### config.mk
export PLATFORM = sky130hd
export DESIGN_NAME = acs_pipe_unit
export DESIGN_NICKNAME = d
export VERILOG_FILES = /design/src/rtl/acs_pkg.sv /design/src/rtl/acs_ovf_detect.sv /design/src/rtl/acs_sat_add.sv /design/src/rtl/acs_select.sv /design/src/rtl/acs_pipe_unit.sv
export SDC_FILE = /design/constraint.sdc
export NUM_CORES = 1
export LEC_CHECK = 0
export BUFFER_PORTS_ARGS = -buffer_cell sky130_fd_sc_hd__buf_2
export CAP_MARGIN = 20
export CORE_AREA = 3 3 115 117
export CTS_BUF_LIST = sky130_fd_sc_hd__clkbuf_8
export CTS_CLUSTER_DIAMETER = 100
export CTS_CLUSTER_SIZE = 24
export DETAILED_ROUTE_END_ITERATION = 8
export DIE_AREA = 0 0 118 120
export HOLD_SLACK_MARGIN = 0.03
export PLACE_DENSITY = 0.8
export SLEW_MARGIN = 15
export SYNTH_ARGS = -nofsm -noshare
export SYNTH_HDL_FRONTEND = slang
export SYNTH_SLANG_ARGS = --single-unit
### constraint.sdc
create_clock -name clk -period 3.1 [get_ports clk]
set_input_delay 0.155 -clock clk [delete_from_list [all_inputs] [get_ports clk]]
set_output_delay 0.155 -clock clk [all_outputs]
set_load 0.005 [all_outputs]
### src/rtl/acs_pkg.sv
package acs_pkg;

    parameter int unsigned METRIC_W = 16;
    parameter int unsigned LAT_DEF  = 8;

    typedef logic [METRIC_W-1:0] metric_t;
    localparam metric_t METRIC_CEIL = '1;

    typedef struct packed {
        metric_t pm_up;
        metric_t pm_lo;
        metric_t bm_up;
        metric_t bm_lo;
    } acs_ops_t;

    typedef enum logic [1:0] {
        PICK_CMP   = 2'd0,
        PICK_UPPER = 2'd1,
        PICK_LOWER = 2'd2,
        PICK_CEIL  = 2'd3
    } pick_t;

    typedef struct packed {
        metric_t metric;
        logic    dec;
        logic    gate;
    } acs_res_t;

    function automatic pick_t classify(input logic up_sat, input logic lo_sat);
        if (up_sat && lo_sat) return PICK_CEIL;
        if (up_sat)           return PICK_LOWER;
        if (lo_sat)           return PICK_UPPER;
        return PICK_CMP;
    endfunction

endpackage

### src/rtl/acs_ovf_detect.sv
module acs_ovf_detect
    import acs_pkg::*;
(
    input  acs_ops_t ops,
    output pick_t    pick
);
    logic up_sat;
    logic lo_sat;

    always_comb begin
        up_sat = (ops.pm_up == METRIC_CEIL);
        lo_sat = (ops.pm_lo == METRIC_CEIL);
        pick   = classify(up_sat, lo_sat);
    end
endmodule

### src/rtl/acs_sat_add.sv
module acs_sat_add #(
    parameter int unsigned W = 16
) (
    input  logic         en,
    input  logic [W-1:0] a,
    input  logic [W-1:0] b,
    output logic [W-1:0] sum
);
    logic [W-1:0] a_iso;
    logic [W-1:0] b_iso;
    logic [W:0]   wide;

    always_comb begin
        a_iso = en ? a : '0;
        b_iso = en ? b : '0;
        wide  = {1'b0, a_iso} + {1'b0, b_iso};
        sum   = wide[W] ? {W{1'b1}} : wide[W-1:0];
    end
endmodule

### src/rtl/acs_select.sv
module acs_select
    import acs_pkg::*;
(
    input  pick_t    pick,
    input  metric_t  cand_up,
    input  metric_t  cand_lo,
    output acs_res_t res
);
    logic cmp_en;
    logic lo_wins;

    always_comb begin
        cmp_en  = (pick == PICK_CMP);
        lo_wins = cmp_en ? (cand_lo < cand_up) : 1'b0;
        unique case (pick)
            PICK_CMP:   res = '{metric: lo_wins ? cand_lo : cand_up, dec: lo_wins, gate: 1'b0};
            PICK_UPPER: res = '{metric: cand_up, dec: 1'b0, gate: 1'b1};
            PICK_LOWER: res = '{metric: cand_lo, dec: 1'b1, gate: 1'b1};
            default:    res = '{metric: METRIC_CEIL, dec: 1'b0, gate: 1'b1};
        endcase
    end
endmodule

### src/rtl/acs_pipe_unit.sv
module acs_pipe_unit
    import acs_pkg::*;
#(
    parameter int unsigned LAT_CYC = LAT_DEF
) (
    input  logic                clk,
    input  logic                rst,
    input  logic                in_valid,
    input  logic [METRIC_W-1:0] in_pm_upper,
    input  logic [METRIC_W-1:0] in_pm_lower,
    input  logic [METRIC_W-1:0] in_bm_upper,
    input  logic [METRIC_W-1:0] in_bm_lower,
    output logic                out_valid,
    output logic [METRIC_W-1:0] out_metric,
    output logic                out_dec,
    output logic                out_gate
);
    localparam int unsigned HEAD = 3;
    localparam int unsigned TAIL = LAT_CYC - HEAD;

    acs_ops_t in_ops;
    pick_t    pick_d;
    assign in_ops = '{pm_up: in_pm_upper, pm_lo: in_pm_lower,
                      bm_up: in_bm_upper, bm_lo: in_bm_lower};

    // stage 1: overflow detect
    logic     s1_v;
    acs_ops_t s1_ops;
    pick_t    s1_pick;

    acs_ovf_detect u_det (.ops(in_ops), .pick(pick_d));

    always_ff @(posedge clk) begin
        if (rst) s1_v <= 1'b0;
        else     s1_v <= in_valid;
        s1_ops  <= in_ops;
        s1_pick <= pick_d;
    end

    // stage 2: saturating adders with operand isolation
    logic    en_up;
    logic    en_lo;
    metric_t sum_up;
    metric_t sum_lo;
    logic    s2_v;
    pick_t   s2_pick;
    metric_t s2_up;
    metric_t s2_lo;

    assign en_up = (s1_pick == PICK_CMP) || (s1_pick == PICK_UPPER);
    assign en_lo = (s1_pick == PICK_CMP) || (s1_pick == PICK_LOWER);

    acs_sat_add #(.W(METRIC_W)) u_add_up (.en(en_up), .a(s1_ops.pm_up), .b(s1_ops.bm_up), .sum(sum_up));
    acs_sat_add #(.W(METRIC_W)) u_add_lo (.en(en_lo), .a(s1_ops.pm_lo), .b(s1_ops.bm_lo), .sum(sum_lo));

    always_ff @(posedge clk) begin
        if (rst) s2_v <= 1'b0;
        else     s2_v <= s1_v;
        s2_pick <= s1_pick;
        s2_up   <= sum_up;
        s2_lo   <= sum_lo;
    end

    // stage 3: compare and select
    acs_res_t sel_res;
    logic     s3_v;
    acs_res_t s3_res;

    acs_select u_sel (.pick(s2_pick), .cand_up(s2_up), .cand_lo(s2_lo), .res(sel_res));

    always_ff @(posedge clk) begin
        if (rst) s3_v <= 1'b0;
        else     s3_v <= s2_v;
        s3_res <= sel_res;
    end

    // remaining stages: balancing delay
    logic     fin_v;
    acs_res_t fin_res;

    generate
        if (TAIL == 0) begin : g_no_tail
            assign fin_v   = s3_v;
            assign fin_res = s3_res;
        end else begin : g_tail
            logic     tv [TAIL];
            acs_res_t tr [TAIL];
            always_ff @(posedge clk) begin
                if (rst) begin
                    for (int i = 0; i < TAIL; i++) tv[i] <= 1'b0;
                end else begin
                    tv[0] <= s3_v;
                    for (int i = 1; i < TAIL; i++) tv[i] <= tv[i-1];
                end
                tr[0] <= s3_res;
                for (int i = 1; i < TAIL; i++) tr[i] <= tr[i-1];
            end
            assign fin_v   = tv[TAIL-1];
            assign fin_res = tr[TAIL-1];
        end
    endgenerate

    assign out_valid  = fin_v;
    assign out_metric = fin_res.metric;
    assign out_dec    = fin_res.dec;
    assign out_gate   = fin_v & fin_res.gate;
endmodule

## Word-level counts from Yosys, hierarchy flattened

Memories as Yosys holds them, arrays and structs flattened.
Cells that the tools add are included.

| word-level totals | value |
|---|---|
| register bits | 121 |
| latch bits | 0 |
| RAM bits | 95 |
| bits in read-only memories | 0 |
| input port bits | 67 |
| output and inout bits | 19 |
| word-level logic and storage cells | 63 |
| memories kept | 2 |

Memory list:

| name | depth | bits a word | rd ports | clocked after memory_dff | wr ports | RTL line | source |
|---|---|---|---|---|---|---|---|
| g_tail.tr | 5 | 18 | 5 | 0 | 5 | acs_pipe_unit.sv:87 | `acs_res_t tr [TAIL];` |
| g_tail.tv | 5 | 1 | 5 | 0 | 5 | acs_pipe_unit.sv:86 | `logic tv [TAIL];` |

| operators by class | value |
|---|---|
| $add $sub $neg | 2 |
| multiply operators | 0 |
| div/mod/pow operators | 0 |
| $lt $le $gt $ge | 1 |
| eq/ne operators | 6 |
| shift-type cells | 0 |
| mux-type cells | 27 |
| bitwise logic cells | 6 |
| reduce and logical (&&, ||, !) cells | 5 |

Operator list:

| kind | number |
|---|---|
| 16-bit 2-to-1 mux | 5 |
| 18-bit case mux with 3 select lines | 1 |
| 16-bit by 16-bit adder with 17-bit output | 2 |
| 16-bit equality test (second input constant) | 2 |
| 16-bit < comparator | 1 |
| 1-bit 2-to-1 mux | 15 |
| 2-bit 2-to-1 mux | 6 |
| 1-bit bitwise OR | 5 |
| 2-bit by 1-bit equality test with 1-bit output (second input constant) | 2 |
| 2-bit equality test (second input constant) | 2 |
| 2-bit zero test | 2 |
| 1-bit logical OR | 2 |
| 1-bit bitwise AND | 1 |
| 1-bit logical AND | 1 |

## Depth between registers and ports, before layout

| logic depth | value |
|---|---|
| word-level depth | 9 |
| mapped depth | 11 |
| mapped depth without buffers | 9 |

## By module

From an unflattened synthesis, not the netlist that was laid out.

| second synthesis, totals | value |
|---|---|
| cell total of the unflattened synthesis | 627 |
| area total of the unflattened synthesis | 7263.2 um^2 |

By module, submodules not included:

| module | instances | cells each | area an instance (um^2) | seq. area each (um^2) |
|---|---|---|---|---|
| acs_pipe_unit | 1 | 243 | 4508.1 | 4324.1 |
| acs_sat_add | 2 | 147 | 1033.5 | 0.0 |
| acs_select | 1 | 80 | 613.1 | 0.0 |
| acs_ovf_detect | 1 | 10 | 75.1 | 0.0 |

## Least setup slack after synthesis

OpenSTA, ideal clock, no wires.

| timing | value |
|---|---|
| kind | reg2reg |
| start point | register s1_pick[1] |
| end point | register s2_up[10] |
| setup time | 0.119 ns |
| arrival time | 2.494 ns |
| data required time | 2.981 ns |
| setup slack | 0.488 ns |
| stages on the path, launching flop included | 12 |
| path buffers | 2 |
| period minus slack after synthesis | 2.612 ns |
| cell sequence | dfxtp_1 -> clkbuf_1 -> nor2b_1 -> ha_1 -> fa_1 -> a21oi_1 -> o211ai_1 -> a21oi_1 -> o21ai_1 -> a21boi_2 -> buf_2 -> nand2_1 |

| between the ends | value |
|---|---|
| word-level cells in the longest chain between the ends | 4 |
| elaborated cells between the ends (all ways) | 6 |
| classes of those cells | add/sub (1); eq/ne (1); mux (2); reduce/logical (2) |

Ends and longest elaborated chain:

| element | RTL line | source |
|---|---|---|
| start, declared | acs_pipe_unit.sv:29 | `pick_t s1_pick;` |
| start signal, assigned | acs_pipe_unit.sv:37 | `s1_pick <= pick_d;` |
| 2-bit by 1-bit equality test with 1-bit output or 2-bit zero test (tied branches) | acs_pipe_unit.sv:50 | `assign en_up = (s1_pick == PICK_CMP) \|\| (s1_pick == PICK_UPPER);` |
| 1-bit logical OR * | acs_pipe_unit.sv:50 |  |
| 16-bit 2-to-1 mux (on tied branches) | acs_sat_add.sv:14, acs_sat_add.sv:15 |  |
| 16-bit by 16-bit adder with 17-bit output * | acs_sat_add.sv:16 | `wide = {1'b0, a_iso} + {1'b0, b_iso};` |
| end signal, assigned | acs_pipe_unit.sv:60 | `s2_up <= sum_up;` |
| end, declared | acs_pipe_unit.sv:47 | `metric_t s2_up;` |

Mark *: on every way between the ends. The rest lies on a longest branch, timed or not.
A chain may end at the register's enable or synchronous reset.

## Final worst setup path

| timing | value |
|---|---|
| start point | register s1_pick[1] |
| end point | register s2_up[13] |

The elaborated chain is that of the path after synthesis.

==> results.toml <==
[cells_and_area]
area_delta_synth_final_pct = 18.4
layout_common_cells = "dfxtp_1, buf_2, nor2b_1"
drive_gt1_share_pct = 13.5
fin_util_pct = 67.9
nets = 885
n_antenna_cell = 0
final_common_cell = "dfxtp_1"

[setup_path]
criticalPathCategory = "flip-flop to flip-flop"
path_max_fanout = 29
crit_path_cell_trace = "buf_4, nor2b_1, ha_1, a21oi_1, o211ai_1, a21oi_1, o21ai_1, a21boi_2, o31ai_1"
crit_family = "compound AO/OA/AOI/OAI gates"
crit_start = "s1_pick[1]"
r2r_cells = 9
critPathCaptureType = "flip-flop"
max_stage_delay_ps = 480
critPathMostFrequentCell = "a21oi_1"
crit_buf_inv = 1
worstSetupStartpointType = "flip-flop"
r2r_slack_ps = 350
cp_slowest_cell = "a21boi_2"
cp_num_cells = 9
r2r-start = "s1_pick[1]"
cp.arrival_ps = 3100
reg2reg_to = "s2_up[13]"
crit_required_ps = 3450

[logic_synthesis]
ys_seq_area_share_pct = 60.5
ys_types = 43
syn_avg_cell_area_um2 = 11.3
synth-main-ff-cell = "dfxtp_1"
syn_nets = 747
ys_warn_count = 0
syn_area_mm2 = 0.00715
synth_enable_flop_cells = 0
async_flop_share_pct = 0
syn_inst = 631
ys_ff_latch = 216

[floorplanning]
die_w_um = 118
ioPinCount = 86
core_mm2 = 0.0125
rows = 41
dieArea_mm2 = 0.0142
initial_core_util_pct = 57.3
die_h_um = 120

[power_and_ir_drop]
leakage_nw = 3.83
p_total_w = 0.00574
combPwrFrac_pct = 16.9
switching_share_pct = 24.2
max-vdd-ir-drop_v = 0.000427
p_seq_share_pct = 64.0
p_int_w = 0.00435
pwr-share-clk_pct = 19.1
p_sw_w = 0.00139
power_density_mw_per_mm2 = 678

[timing]
fin_crit_ps = 2750
max_freq_ghz = 0.363
clock_skew_ps = 14.2
period_share_pct = 88.8
finalMaxSlewViolations = 0
hold_viol_final = 0
tns_ps = 0
tightest_slew_ps = 813
worst_slack_ps = 348
setup_violations = 0
rsz0062_at_grt = "no"
slew_headroom_pct = 45.8

[placement]
gp_congestion = 0.872
place_ws_ps = 378
place_hpwl_mm = 8.21
io_buffer_count = 85

[routing]
vias = 4624
avgRoutedWirePerCell_um = 12.8
dr.pass1.iters = 5
drtIter0Drc = 224
routed_wirelength_mm = 12.0
antenna_left = 0
remaining_drc_errors = 0
avgViaCountPerCell = 4.92

[worst_hold_path]
holdPathStages = 2
hp-start = "in_bm_upper[13]"
hp-class = "primary input to flip-flop"
holdPathEnd = "s1_ops[29]"

[job]
drv_cap = 0

[status]
status = "completed"

[cts]
clk_latency_ps = 480
path_clk_slew_ps = 140
root_buffer = "clkbuf_8"
cts_made_buffers = 12
cts_sinks = 216
cts_max_path_buffers = 3
cts_tree = "done"
htree_num_levels = 1
ctsResizeCount = 0

[global_routing]
grt_max_degree = 30
antenna_found_initial = 0
grt_use_total_pct = 17.4
grt_overflow = 0
grt_first_pass_wirelength_mm = 20.8
grt_pass1_vias = 4646
[layout make-up]
class                      instances  area [um^2]
clock buffer                      13          179
fill                             918         4000
inverter                          27          101
multi-input combinational        357         2520
sequential                       216         4320
tap                              172          215
timing repair buffer             155         1120
[worst register-to-register path, stage by stage (launching register included)]
cell and delay, ps:
dfxtp_1 410, buf_4 300, nor2b_1 90, ha_1 360, a21oi_1 260, o211ai_1 160
a21oi_1 250, o21ai_1 160, a21boi_2 480, o31ai_1 150
[state kept, by name, summed over array words and instances (netlist names)]
register / count
g_tail.tv: 5
s1_v: 1
s2_lo: 16
g_tail.tr: 90
s3_v: 1
s2_pick: 2
s1_pick: 2
s2_v: 1
s2_up: 16
s1_ops: 64
s3_res: 18
[cell families after synthesis]
family | share of synthesized area [%]
XOR/XNOR | 2.82
multiplexers | 0.140
flip-flops | 60.5
AND/OR/NAND/NOR | 13.0
adder cells (fa/ha/maj) | 8.79
buffers and inverters | 4.15
AO/OA/AOI/OAI | 10.6
[how the worst max path moves through the flow]
stage,end,slack [ps]
after floorplan,s2_up[10],490
after global placement,s2_up[13],490
after detailed placement,s2_up[13],380
after CTS,s2_up[13],360
after global routing,s2_up[13],120
final,s2_up[13],350
[Yosys cell counts, types with 2 or more instances]
cell / number / area share (%)
dfxtp_1: 216 / 61
nor2b_1: 72 / 6.3
ha_1: 47 / 8.2
a21oi_1: 41 / 2.9
nand2_1: 41 / 2.2
inv_1: 26 / 1.4
buf_4: 16 / 1.7
o22a_1: 16 / 2.0
a21o_1: 15 / 1.6
nand4_1: 13 / 1.1
nor2_1: 12 / 0.63
xor2_1: 12 / 1.5
xnor2_1: 11 / 1.3
clkbuf_1: 10 / 0.53
nand3_1: 7 / 0.49
nand2b_1: 6 / 0.53
o211ai_1: 6 / 0.63
o21ai_0: 6 / 0.42
o21ai_1: 6 / 0.42
and4_1: 4 / 0.49
nor3_1: 4 / 0.28
nor4_1: 4 / 0.35
o21a_1: 4 / 0.42
a211oi_1: 3 / 0.32
a31oi_1: 3 / 0.26
buf_2: 3 / 0.21
o31ai_1: 3 / 0.32
a2111oi_0: 2 / 0.25
a221oi_1: 2 / 0.25
and3_1: 2 / 0.18
buf_6: 2 / 0.32
fa_1: 2 / 0.56
o211a_1: 2 / 0.28
o21bai_1: 2 / 0.21
or2_1: 2 / 0.18
[power by group through the flow]
stage	clock, W	sequential [W]	combinational, W
finish	0.00110	0.00367	0.000968
global route	0.00126	0.00375	0.00109
CTS	0.00114	0.00369	0.000965
detailed placement	0	0.00376	0.000891
global placement	0	0.00372	0.000871
floorplan	0	0.00368	0.000767
[per-layer routing]
layer / GRT usage, % / vias up / part of all wire (%)
met5: 0 / - / 0
met4: 4.40 / 0 / 1.7
met3: 3.25 / 20 / 4.7
li1: - / 2383 / -
met2: 32.8 / 114 / 51
met1: 20.4 / 2107 / 42
[repair_timing]
action | CTS | global route
hold endpoints to repair | 74 | 0
setup buffers | 0 | 0
hold buffers | 67 | 0
[metrics by stage]
| stage | hold WS, ps | instance area, um^2 | std cells |
|---|---|---|---|
| 3_3_place_gp | 257 | 7610 | 860 |
| 4_1_cts | 275 | 8460 | 940 |
| 2_1_floorplan | 183 | 7150 | 631 |
| 5_1_grt | 272 | 8460 | 940 |
| 3_5_place_dp | 259 | 7610 | 860 |
| 6_report | 299 | 8460 | 940 |
Power figures use the tool's default switching activity.
